===== src/rtl/tw_pkg.sv =====
`timescale 1ns/1ps
package tw_pkg;
   localparam int BYTE_W = 8;
   localparam int REG_W  = 2 * BYTE_W;
   localparam int PTR_W  = 2;

   localparam logic [6:0] ARA_ADDR   = 7'b0001100;
   localparam logic [7:0] GC_ADDR    = 8'h00;
   localparam logic [7:0] GC_RST_CMD = 8'h06;
   localparam logic [4:0] HS_PREFIX  = 5'b00001;

   typedef enum logic [2:0] {
      S_IDLE, S_RX, S_RXEND, S_ACK, S_TX, S_TXEND, S_MACK, S_MNEXT
   } st_t;

   typedef enum logic [2:0] {
      RL_ADDR, RL_PTR, RL_WDAT, RL_GCCMD, RL_RDREG, RL_ARA
   } role_t;
endpackage


===== src/rtl/tw_line_events.sv =====
`timescale 1ns/1ps
module tw_line_events (
   input  logic clk,
   input  logic rst_n,
   input  logic scl_i,
   input  logic sda_i,
   output logic scl_rise,
   output logic scl_fall,
   output logic start_det,
   output logic stop_det
);
   logic scl_q, sda_q;

   always_ff @(posedge clk or negedge rst_n) begin
      if (!rst_n) begin
         scl_q <= 1'b1;
         sda_q <= 1'b1;
      end else begin
         scl_q <= scl_i;
         sda_q <= sda_i;
      end
   end

   assign scl_rise  = scl_i & ~scl_q;
   assign scl_fall  = ~scl_i & scl_q;
   assign start_det = scl_i & scl_q & sda_q & ~sda_i;
   assign stop_det  = scl_i & scl_q & ~sda_q & sda_i;
endmodule


===== src/rtl/tw_scl_timeout.sv =====
`timescale 1ns/1ps
module tw_scl_timeout #(
   parameter int unsigned LIMIT = 3_000_000
) (
   input  logic clk,
   input  logic rst_n,
   input  logic scl_i,
   output logic expired
);
   generate
      if (LIMIT == 0) begin : g_off
         assign expired = 1'b0;
      end else begin : g_on
         localparam int CW = $clog2(LIMIT + 1);
         logic [CW-1:0] low_cnt;

         always_ff @(posedge clk or negedge rst_n) begin
            if (!rst_n)
               low_cnt <= '0;
            else if (scl_i)
               low_cnt <= '0;
            else if (low_cnt != CW'(LIMIT))
               low_cnt <= low_cnt + 1'b1;
         end

         assign expired = ~scl_i && (low_cnt == CW'(LIMIT - 1));
      end
   endgenerate
endmodule


===== src/rtl/tw_reg_slave.sv =====
`timescale 1ns/1ps
module tw_reg_slave
   import tw_pkg::*;
#(
   parameter logic [4:0]  ADDR_BASE   = 5'b10010,
   parameter int unsigned TIMEOUT_CYC = 3_000_000
) (
   input  logic              clk,
   input  logic              rst_n,
   input  logic              scl_i,
   input  logic              sda_i,
   input  logic [1:0]        addr_sel_i,
   output logic              sda_oe_o,
   output logic [PTR_W-1:0]  reg_sel_o,
   input  logic [REG_W-1:0]  rd_data_i,
   output logic              wr_hi_o,
   output logic              wr_lo_o,
   output logic [BYTE_W-1:0] wr_byte_o,
   output logic              rd_pulse_o,
   input  logic              alert_i,
   input  logic              alert_cause_i,
   output logic              alert_clr_o,
   output logic              gc_reset_o,
   output logic              hs_mode_o
);
   generate
      if (ADDR_BASE[4:1] == 4'b0000 || ADDR_BASE[4:1] == 4'b1111) begin : g_bad_addr
         $error("ADDR_BASE falls in a reserved address group");
      end
   endgenerate

   logic scl_rise, scl_fall, start_det, stop_det, tmo;

   tw_line_events u_ev (
      .clk(clk), .rst_n(rst_n), .scl_i(scl_i), .sda_i(sda_i),
      .scl_rise(scl_rise), .scl_fall(scl_fall),
      .start_det(start_det), .stop_det(stop_det)
   );

   tw_scl_timeout #(.LIMIT(TIMEOUT_CYC)) u_tmo (
      .clk(clk), .rst_n(rst_n), .scl_i(scl_i), .expired(tmo)
   );

   st_t               st;
   role_t             role, nrole;
   logic [2:0]        bcnt;
   logic [6:0]        sh;
   logic [BYTE_W-1:0] tx, load_b, rx_b;
   logic              ack_q, tx_lo, w_lo, cause_q;
   logic [6:0]        own;

   assign own  = {ADDR_BASE, addr_sel_i};
   assign rx_b = {sh, sda_i};

   always_comb begin
      if (st == S_ACK && nrole == RL_ARA)
         load_b = {own, cause_q};
      else if (tx_lo)
         load_b = rd_data_i[BYTE_W-1:0];
      else
         load_b = rd_data_i[REG_W-1:BYTE_W];
   end

   always_ff @(posedge clk or negedge rst_n) begin
      if (!rst_n) begin
         st <= S_IDLE;   role <= RL_ADDR;  nrole <= RL_ADDR;
         bcnt <= '0;     sh <= '0;         tx <= '0;
         ack_q <= 1'b0;  tx_lo <= 1'b0;    w_lo <= 1'b0;  cause_q <= 1'b0;
         sda_oe_o <= 1'b0;  reg_sel_o <= '0;  wr_byte_o <= '0;
         wr_hi_o <= 1'b0;   wr_lo_o <= 1'b0;  rd_pulse_o <= 1'b0;
         alert_clr_o <= 1'b0;  gc_reset_o <= 1'b0;  hs_mode_o <= 1'b0;
      end else begin
         wr_hi_o <= 1'b0;  wr_lo_o <= 1'b0;  rd_pulse_o <= 1'b0;
         alert_clr_o <= 1'b0;  gc_reset_o <= 1'b0;
         if (tmo) begin
            st <= S_IDLE;  sda_oe_o <= 1'b0;
         end else if (stop_det) begin
            st <= S_IDLE;  sda_oe_o <= 1'b0;  hs_mode_o <= 1'b0;
         end else if (start_det) begin
            st <= S_RX;  role <= RL_ADDR;  bcnt <= '0;  sda_oe_o <= 1'b0;
         end else begin
            unique case (st)
               S_RX: if (scl_rise) begin
                  sh   <= rx_b[6:0];
                  bcnt <= bcnt + 1'b1;
                  if (bcnt == 3'd7) begin
                     st <= S_RXEND;
                     ack_q <= 1'b0;
                     case (role)
                        RL_ADDR: begin
                           if (rx_b[7:1] == own) begin
                              ack_q <= 1'b1;
                              if (rx_b[0]) begin
                                 nrole <= RL_RDREG;  tx_lo <= 1'b0;  rd_pulse_o <= 1'b1;
                              end else begin
                                 nrole <= RL_PTR;
                              end
                           end else if (rx_b == GC_ADDR) begin
                              ack_q <= 1'b1;  nrole <= RL_GCCMD;
                           end else if (rx_b == {ARA_ADDR, 1'b1} && alert_i) begin
                              ack_q <= 1'b1;  nrole <= RL_ARA;  cause_q <= alert_cause_i;
                           end else if (rx_b[7:3] == HS_PREFIX) begin
                              hs_mode_o <= 1'b1;
                           end
                        end
                        RL_PTR: begin
                           ack_q <= 1'b1;  reg_sel_o <= rx_b[PTR_W-1:0];
                           nrole <= RL_WDAT;  w_lo <= 1'b0;
                        end
                        RL_WDAT: begin
                           ack_q <= 1'b1;  nrole <= RL_WDAT;  w_lo <= ~w_lo;
                           if (reg_sel_o != '0) begin
                              wr_byte_o <= rx_b;  wr_hi_o <= ~w_lo;  wr_lo_o <= w_lo;
                           end
                        end
                        RL_GCCMD: begin
                           if (rx_b == GC_RST_CMD) begin
                              ack_q <= 1'b1;  reg_sel_o <= '0;
                              gc_reset_o <= 1'b1;  nrole <= RL_GCCMD;
                           end
                        end
                        default: ack_q <= 1'b0;
                     endcase
                  end
               end
               S_RXEND: if (scl_fall) begin
                  if (ack_q) begin
                     sda_oe_o <= 1'b1;  st <= S_ACK;
                  end else begin
                     st <= S_IDLE;
                  end
               end
               S_ACK: if (scl_fall) begin
                  role <= nrole;  bcnt <= '0;
                  if (nrole == RL_RDREG || nrole == RL_ARA) begin
                     tx <= load_b;  sda_oe_o <= ~load_b[7];  st <= S_TX;
                     if (nrole == RL_RDREG) tx_lo <= ~tx_lo;
                  end else begin
                     sda_oe_o <= 1'b0;  st <= S_RX;
                  end
               end
               S_TX: begin
                  if (scl_rise) begin
                     if (role == RL_ARA && tx[7] && !sda_i) begin
                        sda_oe_o <= 1'b0;  st <= S_IDLE;
                     end else begin
                        tx   <= {tx[6:0], 1'b0};
                        bcnt <= bcnt + 1'b1;
                        if (bcnt == 3'd7) st <= S_TXEND;
                     end
                  end else if (scl_fall) begin
                     sda_oe_o <= ~tx[7];
                  end
               end
               S_TXEND: if (scl_fall) begin
                  sda_oe_o <= 1'b0;  st <= S_MACK;
                  if (role == RL_ARA) alert_clr_o <= 1'b1;
               end
               S_MACK: if (scl_rise) begin
                  if (sda_i || role == RL_ARA) st <= S_IDLE;
                  else st <= S_MNEXT;
               end
               S_MNEXT: if (scl_fall) begin
                  tx <= load_b;  sda_oe_o <= ~load_b[7];
                  tx_lo <= ~tx_lo;  bcnt <= '0;  st <= S_TX;
               end
               default: st <= S_IDLE;
            endcase
         end
      end
   end
endmodule


===== config.mk =====
export PLATFORM = sky130hd
export DESIGN_NAME = tw_reg_slave
export DESIGN_NICKNAME = d
export VERILOG_FILES = /design/src/rtl/tw_pkg.sv /design/src/rtl/tw_line_events.sv /design/src/rtl/tw_scl_timeout.sv /design/src/rtl/tw_reg_slave.sv
export SDC_FILE = /design/constraint.sdc
export NUM_CORES = 1
export LEC_CHECK = 0
export ABC_AREA = 1
export BUFFER_PORTS_ARGS = -buffer_cell sky130_fd_sc_hd__buf_2
export CORE_MARGIN = 5
export CORE_UTILIZATION = 50
export CTS_BUF_LIST = sky130_fd_sc_hd__clkbuf_4 sky130_fd_sc_hd__clkbuf_8
export DETAILED_ROUTE_END_ITERATION = 8
export GPL_TIMING_DRIVEN = 0
export HOLD_SLACK_MARGIN = 0.06
export PLACE_DENSITY = 0.8
export REMOVE_ABC_BUFFERS = 1
export SLEW_MARGIN = 20
export SYNTH_ARGS = -nofsm -noshare
export SYNTH_HDL_FRONTEND = slang
export SYNTH_SLANG_ARGS = --single-unit

===== constraint.sdc =====
create_clock -name clk -period 1.5 [get_ports clk]
set_input_delay 0.3 -clock clk [delete_from_list [all_inputs] [get_ports clk]]
set_output_delay 0.3 -clock clk [all_outputs]
set_load 0.02 [all_outputs]

==> key figures <==
Outcome
  – Status: finished with violations
  – Failing checks: setup timing

Route
  – Initial DRC Count: roughly 190
  – Final wirelength: 11.9 mm
  – Antenna viol nets, final: 0
  – Vias: ~4400
  – Number of remaining DRC errors: 0
  – Vias per cell: 5.49
  – Routed len/inst: 14.9 um
  – TritonRoute pass-1 iters: 5

Cells and area
  – Most frequent cells in the layout: 150 x nand2_1, 63 x dfrtp_1, 56 x nor2_1
  – Area Overhead vs Synth: 32.0%
  – Share of layout cells above drive strength 1: 37.2%
  – ANT cells: 0
  – Fin nets: roughly 720
  – Post-route cell area: 5790 um^2
  – Commonest non-fill, non-tap cell in the layout: nand2_1
  – Multi-input logic area: 2730 um^2
  – Area taken by flip-flops and latches: around 1800 um^2
  – Fillers: between 600 and 700

Critical path
  – Crit path arrival time: ~2000 ps
  – CP cell instances: ha_4 > nand3_4 > nor2_4 > inv_4 > nor2_4 > nand2_2 > nand3_4 > nor2_8 > nand2_4 > nand2_2 > nand2_2
  – CP peak stage delay: 430 ps
  – Startpoint types: flop
  – Crit Reg-Reg Startpoint: u_tmo.g_on.low_cnt[0]
  – Reg-to-reg slack, setup: -230 ps
  – Worst Path Max Fanout: 8
  – CP endpoint kind: flop
  – Worst path required time: 1750 ps
  – R2r worst-path depth: 11
  – CP bufs+invs: 1
  – Worst setup path class: reg2reg
  – R2R Path End: sh[6]
  – CP top delay family: simple AND/OR/NAND/NOR gates
  – CP max-delay cell: dfrtp_1
  – CP most frequent cell: nand2_2

Timing
  – Clock Skew: between 10 and 15 ps
  – RSZ-0062 raised after global routing: true
  – Tcrit/Tclk final: 115%
  – Final min period: 1730 ps
  – Final Hold Vio Count: 0
  – Final Setup Violations: 58
  – Fin worst setup slack: -229 ps
  – Worst rel slew slack: ~72%
  – Worst-Margin Slew: 414 ps
  – Fmax achieved: 578 MHz
  – Max-slew violations: 0

Global route
  – Grt ovf: 0
  – Initial antenna violation count: 0
  – Vias in the first global route: 4219
  – Global-route wire length before repair: 19.3 mm
  – Aggregate global-route resource usage: 21.1%
  – Largest net degree at the start of global routing: 47

Clocking
  – H-tree depth: 3
  – CTS tree: yes
  – Clock Path Buffers: 2
  – Worst-skew pair later-pin latency: 360 ps
  – Clk sinks: 72
  – Clock transition at the registers of the reported paths: 90 ps
  – CTS buffer count: 9
  – Root Buffer: clkbuf_8

Synthesis
  – EDFF count, synth: 0
  – Sequential share of the synthesized area: between 40 and 50%
  – Yosys top cell by area: dfrtp_1
  – Syn Inst Count: between 500 and 600
  – Synth Cell Area: 4390 um^2
  – Seq cells post-synth: 72
  – Post-Syn Area per Cell: 7.38 um^2
  – Ys flop type: dfrtp_1
  – Ranking of synthesized cells by area: dfrtp_1 40%, nand2_1 15%, nor2_1 5.9%
  – Distinct cells, synth: between 40 and 50
  – Ys async rst share: 100%
  – Synth top area share: 39.9%
  – Synth warn: 0

Min path
  – Hold Path End: u_ev.sda_q
  – Worst hold path class: in2reg
  – WHS Path Cells: 1
  – Worst Min Path Start: sda_i

Floorplanning
  – Core Region: 8640 um^2
  – Die area: 10700 um^2
  – Initial core utilization: 50.8%
  – Die W: 104 um
  – Ports: 41
  – Chip height: 104 um
  – Num rows: 34

Placed design
  – IO buf count: 40
  – Hpwl dp: 7.66 mm
  – DP Area: around 4700 um^2
  – RePlAce Congestion: slightly above 0.9

Pwr
  – Max VDD drop: 0.000477 V
  – Overall power: 4.73 mW
  – Pwr Density: 816 nW/um^2
  – Lkg Pwr: 2.85 nW

Flow run
  – Max_cap viols: 0
cell type report:
type | instances | share of cell area, %
inverter | 71 | 4.95
clock inverter | 7 | 1.28
sequential | 72 | 31.3
tap | 108 | 2.33
multi-input combinational | 444 | 47.1
clock buffer | 9 | 2.14
timing repair buffer | 86 | 10.8
where the power goes:
group | internal (mW) | switching, mW | leakage (nW)
combinational | 0.369 | 0.532 | 1.81
sequential | 2.11 | 0.179 | 0.941
clock | 0.654 | 0.880 | 0.101
synthesized netlist by cell type, types with 2 or more instances:
| library cell | instances |
|---|---|
| a21oi_1 | 23 |
| a22oi_1 | 3 |
| buf_2 | 2 |
| buf_6 | 2 |
| clkbuf_1 | 2 |
| dfrtp_1 | 70 |
| dfstp_2 | 2 |
| ha_1 | 7 |
| inv_1 | 53 |
| inv_2 | 17 |
| nand2_1 | 175 |
| nand2_2 | 9 |
| nand2_4 | 5 |
| nand3_1 | 47 |
| nand3_2 | 3 |
| nand3_4 | 2 |
| nand3b_1 | 2 |
| nand4_1 | 16 |
| nor2_1 | 69 |
| nor2_2 | 10 |
| nor2_4 | 2 |
| nor3_1 | 9 |
| nor3_2 | 3 |
| nor3_4 | 2 |
| o21ai_0 | 24 |
| o21ai_1 | 8 |
| o21ai_2 | 8 |
| o31ai_1 | 2 |
| xor2_1 | 3 |
metrics by stage:
step / worst slack, ps / hold WS (ps) / setup TNS [ps] / instances / util, %
6_report: -229 / 147 / -9380 / 797 / 67.0
5_1_grt: -331 / 145 / -14900 / 797 / 67.0
4_1_cts: -226 / 137 / -8530 / 779 / 61.7
3_3_place_gp: -820 / 420 / -39650 / 734 / 53.9
2_1_floorplan: -130 / 4.41 / -2970 / 586 / -
3_5_place_dp: -871 / 247 / -25260 / 735 / 54.2
metal layers:
metal	wire, um	vias to the layer above	track usage [%]
met5	0	-	0
li1	-	2114	-
met2	6130	161	37.8
met3	667	27	3.67
met1	4760	2076	25.5
met4	289	0	6.85
sequential cells by signal (all words and copies together) (netlist names):
| name | flops |
|---|---|
| sda_oe_o | 1 |
| rd_pulse_o | 1 |
| wr_hi_o | 1 |
| wr_lo_o | 1 |
| hs_mode_o | 1 |
| gc_reset_o | 1 |
| alert_clr_o | 1 |
| role | 3 |
| ack_q | 1 |
| u_tmo.g_on.low_cnt | 22 |
| nrole | 3 |
| cause_q | 1 |
| u_ev.scl_q | 1 |
| tx | 8 |
| tx_lo | 1 |
| st | 3 |
| bcnt | 3 |
| w_lo | 1 |
| wr_byte_o | 8 |
| sh | 7 |
| reg_sel_o | 2 |
| u_ev.sda_q | 1 |
worst max path at each step:
stage,depth (start not counted),from,slack [ps],endpoint
6_report,11,u_tmo.g_on.low_cnt[0],-230,sh[6]
5_1_grt,11,u_tmo.g_on.low_cnt[0],-330,wr_byte_o[6]
4_1_cts,9,u_tmo.g_on.low_cnt[0],-230,tx[0]
3_5_place_dp,11,scl_i,-870,tx[2]
3_3_place_gp,11,scl_i,-820,tx[2]
2_1_floorplan,10,u_ev.scl_q,-130,tx[1]
worst reg2reg max path: cells and delay by family, from the launching register on:
| kind | cells | cell delay (ps) |
|---|---|---|
| adder cells (fa/ha/maj) | 1 | 190 |
| AND/OR/NAND/NOR | 9 | 910 |
| flip-flops | 1 | 430 |
| buffers and inverters | 1 | 90 |
logic make-up (layout without fill, tap and decap cells):
kind of cell / after synthesis / count (layout) / share of synthesized area, %
flops: 72 / 72 / 41.1
compound gates: 75 / 75 / 10.4
xor+xnor: 3 / 3 / 0.599
mux: 1 / 1 / 0.228
buf+inv: 79 / 173 / 7.62
simple gates: 357 / 358 / 38.1
fa+ha+maj: 7 / 7 / 2.00
timing repair:
| item | 4_1_cts | 5_1_grt |
|---|---|---|
| pin swaps | 34 | 32 |
| gates cloned | 1 | 0 |
| gates resized for setup | 70 | 86 |
| buffers inserted | 26 | 20 |
| endpoints found under the hold margin | 26 | 0 |
| hold buffers | 1 | 0 |
| setup endpoints to repair | 62 | 64 |
(Power assumes the default switching activity.)
